File: config.mk
export PLATFORM = sky130hd
export DESIGN_NAME = regwin_file
export DESIGN_NICKNAME = d
export VERILOG_FILES = /design/src/rtl/regwin_pkg.sv /design/src/rtl/regwin_merge.sv /design/src/rtl/regwin_extract.sv /design/src/rtl/regwin_store.sv /design/src/rtl/regwin_file.sv
export SDC_FILE = /design/constraint.sdc
export NUM_CORES = 2
export LEC_CHECK = 0
export BUFFER_PORTS_ARGS = -buffer_cell sky130_fd_sc_hd__clkbuf_2
export CORE_MARGIN = 4
export CORE_UTILIZATION = 40
export CTS_BUF_LIST = sky130_fd_sc_hd__clkbuf_8
export CTS_CLUSTER_SIZE = 16
export DETAILED_ROUTE_END_ITERATION = 16
export GPL_ROUTABILITY_DRIVEN = 0
export GPL_TIMING_DRIVEN = 0
export HOLD_SLACK_MARGIN = 0.15
export PLACE_DENSITY = 0.52
export RECOVER_POWER = 50
export SLEW_MARGIN = 20
export SYNTH_ARGS = -nofsm -noshare
export SYNTH_HDL_FRONTEND = slang
export SYNTH_SLANG_ARGS = --single-unit
File: constraint.sdc
create_clock -name clk -period 3.33 [get_ports clk]
set_input_delay 0.1665 -clock clk [delete_from_list [all_inputs] [get_ports clk]]
set_output_delay 0.1665 -clock clk [all_outputs]
set_load 0.01 [all_outputs]
File: src/rtl/regwin_pkg.sv
package regwin_pkg;
   localparam logic [2:0] SEL_LO8 = 3'd0;
   localparam logic [2:0] SEL_HI8 = 3'd1;
   localparam logic [2:0] SEL_W16 = 3'd2;
   localparam logic [2:0] SEL_W32 = 3'd3;
   localparam logic [2:0] SEL_W64 = 3'd4;
endpackage

File: src/rtl/regwin_merge.sv
module regwin_merge
   import regwin_pkg::*;
#(
   parameter int DATA_W   = 64,
   parameter int IDX_W    = 4,
   parameter int HI8_REGS = 4
) (
   input  logic [DATA_W-1:0] old_val,
   input  logic [IDX_W-1:0]  idx,
   input  logic [2:0]        sel,
   input  logic [DATA_W-1:0] data,
   output logic [DATA_W-1:0] new_val,
   output logic              legal
);
   localparam logic [IDX_W:0] HI8_LIM = HI8_REGS[IDX_W:0];

   always_comb begin
      legal   = 1'b1;
      new_val = old_val;
      case (sel)
         SEL_LO8: new_val[7:0] = data[7:0];
         SEL_HI8: begin
            if ({1'b0, idx} < HI8_LIM) new_val[15:8] = data[7:0];
            else                       legal = 1'b0;
         end
         SEL_W16: new_val[15:0] = data[15:0];
         SEL_W32: new_val = {{(DATA_W-32){1'b0}}, data[31:0]};
         SEL_W64: new_val = data;
         default: legal = 1'b0;
      endcase
   end
endmodule

File: src/rtl/regwin_extract.sv
module regwin_extract
   import regwin_pkg::*;
#(
   parameter int DATA_W   = 64,
   parameter int IDX_W    = 4,
   parameter int HI8_REGS = 4
) (
   input  logic [DATA_W-1:0] word,
   input  logic [IDX_W-1:0]  idx,
   input  logic [2:0]        sel,
   output logic [DATA_W-1:0] win
);
   localparam logic [IDX_W:0] HI8_LIM = HI8_REGS[IDX_W:0];

   always_comb begin
      win = '0;
      case (sel)
         SEL_LO8: win[7:0]  = word[7:0];
         SEL_HI8: if ({1'b0, idx} < HI8_LIM) win[7:0] = word[15:8];
         SEL_W16: win[15:0] = word[15:0];
         SEL_W32: win[31:0] = word[31:0];
         SEL_W64: win       = word;
         default: win       = '0;
      endcase
   end
endmodule

File: src/rtl/regwin_store.sv
module regwin_store #(
   parameter int NUM_REGS = 16,
   parameter int DATA_W   = 64,
   parameter int IDX_W    = 4
) (
   input  logic                             clk,
   input  logic                             rst_n,
   input  logic                             we,
   input  logic [IDX_W-1:0]                 widx,
   input  logic [DATA_W-1:0]                wdata,
   output logic [NUM_REGS-1:0][DATA_W-1:0]  regs_o
);
   for (genvar g = 0; g < NUM_REGS; g++) begin : g_reg
      logic [DATA_W-1:0] q;
      always_ff @(posedge clk or negedge rst_n) begin
         if (!rst_n)                              q <= '0;
         else if (we && (widx == IDX_W'(g)))      q <= wdata;
      end
      assign regs_o[g] = q;
   end
endmodule

File: src/rtl/regwin_file.sv
module regwin_file #(
   parameter int NUM_REGS = 16,
   parameter int DATA_W   = 64,
   parameter int HI8_REGS = 4,
   parameter bit FWD_EN   = 1'b1,
   localparam int IDX_W   = $clog2(NUM_REGS)
) (
   input  logic              clk,
   input  logic              rst_n,
   input  logic              wr_en,
   input  logic [IDX_W-1:0]  wr_idx,
   input  logic [2:0]        wr_sel,
   input  logic [DATA_W-1:0] wr_data,
   input  logic [IDX_W-1:0]  rd_idx,
   input  logic [2:0]        rd_sel,
   output logic [DATA_W-1:0] rd_data
);
   if (DATA_W < 32) begin : g_chk_w
      $error("regwin_file: DATA_W must be at least 32");
   end
   if (NUM_REGS < 2 || NUM_REGS != (1 << IDX_W)) begin : g_chk_n
      $error("regwin_file: NUM_REGS must be a power of two, at least 2");
   end
   if (HI8_REGS < 0 || HI8_REGS > NUM_REGS) begin : g_chk_h
      $error("regwin_file: HI8_REGS out of range");
   end

   logic [NUM_REGS-1:0][DATA_W-1:0] regs_q;
   logic [DATA_W-1:0]               merged;
   logic                            wr_legal;
   logic                            commit;
   logic [DATA_W-1:0]               rd_src;

   regwin_merge #(.DATA_W(DATA_W), .IDX_W(IDX_W), .HI8_REGS(HI8_REGS)) merge_i (
      .old_val (regs_q[wr_idx]),
      .idx     (wr_idx),
      .sel     (wr_sel),
      .data    (wr_data),
      .new_val (merged),
      .legal   (wr_legal)
   );

   assign commit = wr_en & wr_legal;

   regwin_store #(.NUM_REGS(NUM_REGS), .DATA_W(DATA_W), .IDX_W(IDX_W)) store_i (
      .clk    (clk),
      .rst_n  (rst_n),
      .we     (commit),
      .widx   (wr_idx),
      .wdata  (merged),
      .regs_o (regs_q)
   );

   if (FWD_EN) begin : g_fwd
      always_comb begin
         if (commit && (wr_idx == rd_idx)) rd_src = merged;
         else                              rd_src = regs_q[rd_idx];
      end
   end else begin : g_nofwd
      assign rd_src = regs_q[rd_idx];
   end

   regwin_extract #(.DATA_W(DATA_W), .IDX_W(IDX_W), .HI8_REGS(HI8_REGS)) extract_i (
      .word (rd_src),
      .idx  (rd_idx),
      .sel  (rd_sel),
      .win  (rd_data)
   );
endmodule

==> impl_metrics.py <==
metrics = {
    "global_routing": {
        "grt_pass1_wl_mm": 315,
        "grt_usage_pct": 31.1,
        "grt_pass1_vias": 43900,
        "grt_max_degree": 87,
        "grt-ovfl-total": 0,
        "antenna_found_initial": 5,
    },
    "critical_path": {
        "crit_path_start_kind": "register",
        "end_kind": "output pin",
        "r2r-end": "store_i.g_reg[13].q[12]",
        "worstPathArrival_ps": 3170,
        "crit_required_ps": 3160,
        "r2r_slack_ps": 370,
        "rr_worst_depth": 8,
        "critPathKind": "register to output pin",
        "critPathMaxFanout": 8,
        "r2r-start": "store_i.g_reg[11].q[12]",
    },
    "sta": {
        "tightest_slew_ps": 1770,
        "max_freq_mhz": 300,
        "min_period_over_period_pct": 100,
        "timing.hold.ws_ps": 164,
        "hold_viol": 0,
        "tns_ps": -8.83,
        "finalSetupViolations": 1,
        "drv_slew": 67,
        "rsz0062_at_grt": "yes",
        "finalClockSkew_ps": 39.6,
        "fin_crit_ps": 3340,
        "slew_headroom_pct": -17.9,
        "fin_ws_ps": -8.83,
    },
    "power_and_ir_drop": {
        "p_total_uw": 32300,
        "power_density_mw_per_mm2": 520,
        "internal_power_uw": 22400,
        "clkPwrFrac_pct": 36.6,
        "sw_frac_of_total_pct": 30.6,
        "pwr-share-comb_pct": 17.6,
        "p_leak_uw": 0.0263,
        "p_switching_uw": 9910,
        "peakVddDrop_mv": 0.389,
        "power.share.sequential_pct": 45.8,
    },
    "yosys": {
        "synth-seq-cells": 1024,
        "synth_area_mm2": 0.0533,
        "yosysWarnings": 0,
        "ys_types": 51,
        "syn_inst": 4648,
        "ys.flop_type": "dfrtp_1",
        "synth.net_count": 4729,
        "synthArstFlopShare_pct": 100,
        "yosysSeqAreaShare_pct": 48.1,
        "synth_edf_count": 0,
        "syn_area_per_cell_um2": 11.5,
    },
    "min_path": {
        "hp-class": "input pin to register",
        "hold_depth": 5,
        "min_to": "store_i.g_reg[12].q[32]",
        "min_from": "wr_sel[0]",
    },
    "clocking": {
        "clk_latency_ps": 920,
        "cts.sinks": 1024,
        "cts_buffer_depth": 3,
        "cts_made_buffers": 183,
        "clk_pin_slew_ps": 60,
        "cts_root_buf": "clkbuf_8",
        "cts_tree": "built",
        "htreeDepth": 4,
    },
    "route": {
        "ant_nets": 0,
        "wirelength_mm": 218,
        "vias": 43600,
        "drc": 0,
        "via_per_inst": 6.20,
        "first_pass_iters": 6,
        "drt_iter0_drc": 4476,
        "avgRoutedWirePerCell_um": 31.0,
    },
    "floorplan": {
        "fp.coreArea_mm2": 0.132,
        "die_area_mm2": 0.139,
        "start_util_pct": 40.4,
        "die_w_um": 373,
        "rows": 133,
        "io_pins": 145,
        "die_h_um": 373,
    },
    "layout": {
        "finalNonFillerCells": 7034,
        "largest_reg_flops": 1024,
        "layout.nets": 5212,
        "syn_to_final_growth_pct": 16.7,
        "top_regs": "store_i.g.q x1024",
        "drive_gt1_share_pct": 25.3,
        "registers.top_by_ff_count": "store_i.g.q",
    },
    "place": {
        "portBuffers": 136,
        "dpl.cell_count": 6555,
        "hpwlAfterDp_mm": 150,
    },
    "run": {
        "drv_cap": 1,
    },
    "run_status": {
        "violations": "capacitance limit, slew limit, setup timing",
        "run_status": "finished, violations left",
    },
}
[power by group through the flow]
stage,combinational [uW],sequential [uW],clock (uW)
final,5690,14800,11800
after global placement,5160,15000,0
after CTS,5550,14800,12000
after global routing,6170,15000,12500
after floorplan,3560,14600,0
after detailed placement,5310,15000,0
[cell type report]
class	instances	area, um2
fill	12500	69800
multi-input combinational	3116	25900
sequential	1024	25600
clock buffer	224	3080
buffer	466	2370
timing repair buffer	299	2310
tap	1755	2200
clock inverter	105	484
inverter	41	154
antenna	4	10.0
[layout by cell type (no fill, tap or decap), types with 13 or more instances in the layout]
master,netlist,routed
o21ai_1,26,26
dfrtp_1,1024,1024
clkbuf_2,0,160
o22ai_1,88,82
clkbuf_8,0,228
buf_6,11,22
nor2_1,45,43
clkbuf_4,0,33
nand2_1,1045,1044
clkbuf_1,311,270
a21oi_1,42,31
nor2b_1,13,13
mux2_2,28,27
a21oi_4,0,19
inv_1,41,117
o21ai_0,989,989
a21oi_2,34,26
mux2i_1,138,133
dlygate4sd3_1,0,85
mux4_2,550,550
buf_4,8,89
a211oi_1,29,26
clkinv_2,0,16
buf_2,114,78
[cell families (layout without fill, tap and decap cells)]
family	after synthesis	after routing	share of synthesized area, %
xor gates and xnor gates	4	4	0.0657
and+or+nand+nor	1135	1135	8.23
muxes	717	717	26.5
DFF	1024	1024	48.1
AOI/OAI and AO/OA	1260	1260	13.0
other	0	4	0
buffers and inverters	508	1135	4.14
[timing repair]
item / in CTS / in global routing
gates resized for setup: 140 / 95
endpoints found under the hold margin: 1275 / 0
hold buffers: 86 / 0
setup endpoints to repair: 64 / 74
setup buffers: 28 / 33
pin swaps: 5 / 7
[cell usage after synthesis, types with 6 or more instances]
master / count / share of area (%)
nand2_1: 1045 / 7.4
dfrtp_1: 1024 / 48
o21ai_0: 989 / 9.3
mux4_2: 550 / 23
clkbuf_1: 311 / 2.2
mux2i_1: 138 / 2.6
buf_2: 114 / 1.1
o22ai_1: 88 / 1.0
nor2_1: 45 / 0.32
a21oi_1: 42 / 0.39
inv_1: 41 / 0.29
a21oi_2: 34 / 0.56
a211oi_1: 29 / 0.41
mux2_2: 28 / 0.59
o21ai_1: 26 / 0.24
buf_1: 20 / 0.14
o221ai_1: 16 / 0.26
nor2b_1: 13 / 0.15
buf_6: 11 / 0.23
nand2b_1: 10 / 0.12
buf_4: 8 / 0.11
o211ai_1: 7 / 0.099
a221oi_4: 6 / 0.30
nor3_1: 6 / 0.056
[worst max-delay path by stage]
stage | start | endpoint | cells past startpoint
final | store_i.g_reg[11].q[2] | rd_data[2] | 7
after detailed placement | wr_idx[1] | rd_data[62] | 12
after global placement | rst_n | store_i.g_reg[12].q[51] | 1
after CTS | store_i.g_reg[15].q[10] | rd_data[2] | 7
after global routing | store_i.g_reg[15].q[10] | rd_data[2] | 7
after floorplan | wr_idx[1] | rd_data[2] | 9
[routing by layer]
metal / track usage [%] / wire [um] / up-vias / share of wire, %
met1: 40.6 / 85700 / 22700 / 39
met2: 47.6 / 99000 / 2296 / 45
met3: 9.73 / 22300 / 570 / 10
li1: - / - / 18000 / -
met5: 0 / 13 / - / 0.0060
met4: 14.1 / 11100 / 2 / 5.1
[metrics by stage]
step                      util, %  setup WS [ps]  instance area, um2
after CTS                    46.8          -32.1               61700
after floorplan                 -            886               53300
final                        47.1          -8.83               62200
after global routing         47.1          -63.8               62200
after global placement       42.6         -24330               56200
after detailed placement     42.9          -1360               56600
[critical path, stage by stage (launching register included)]
cell,delay [ps]
dfrtp_1,430
mux4_2,520
nor2b_1,150
a211oi_1,220
a221o_2,310
a21oi_1,90
or3_4,400
buf_8,150
(Power assumes the default switching activity.)
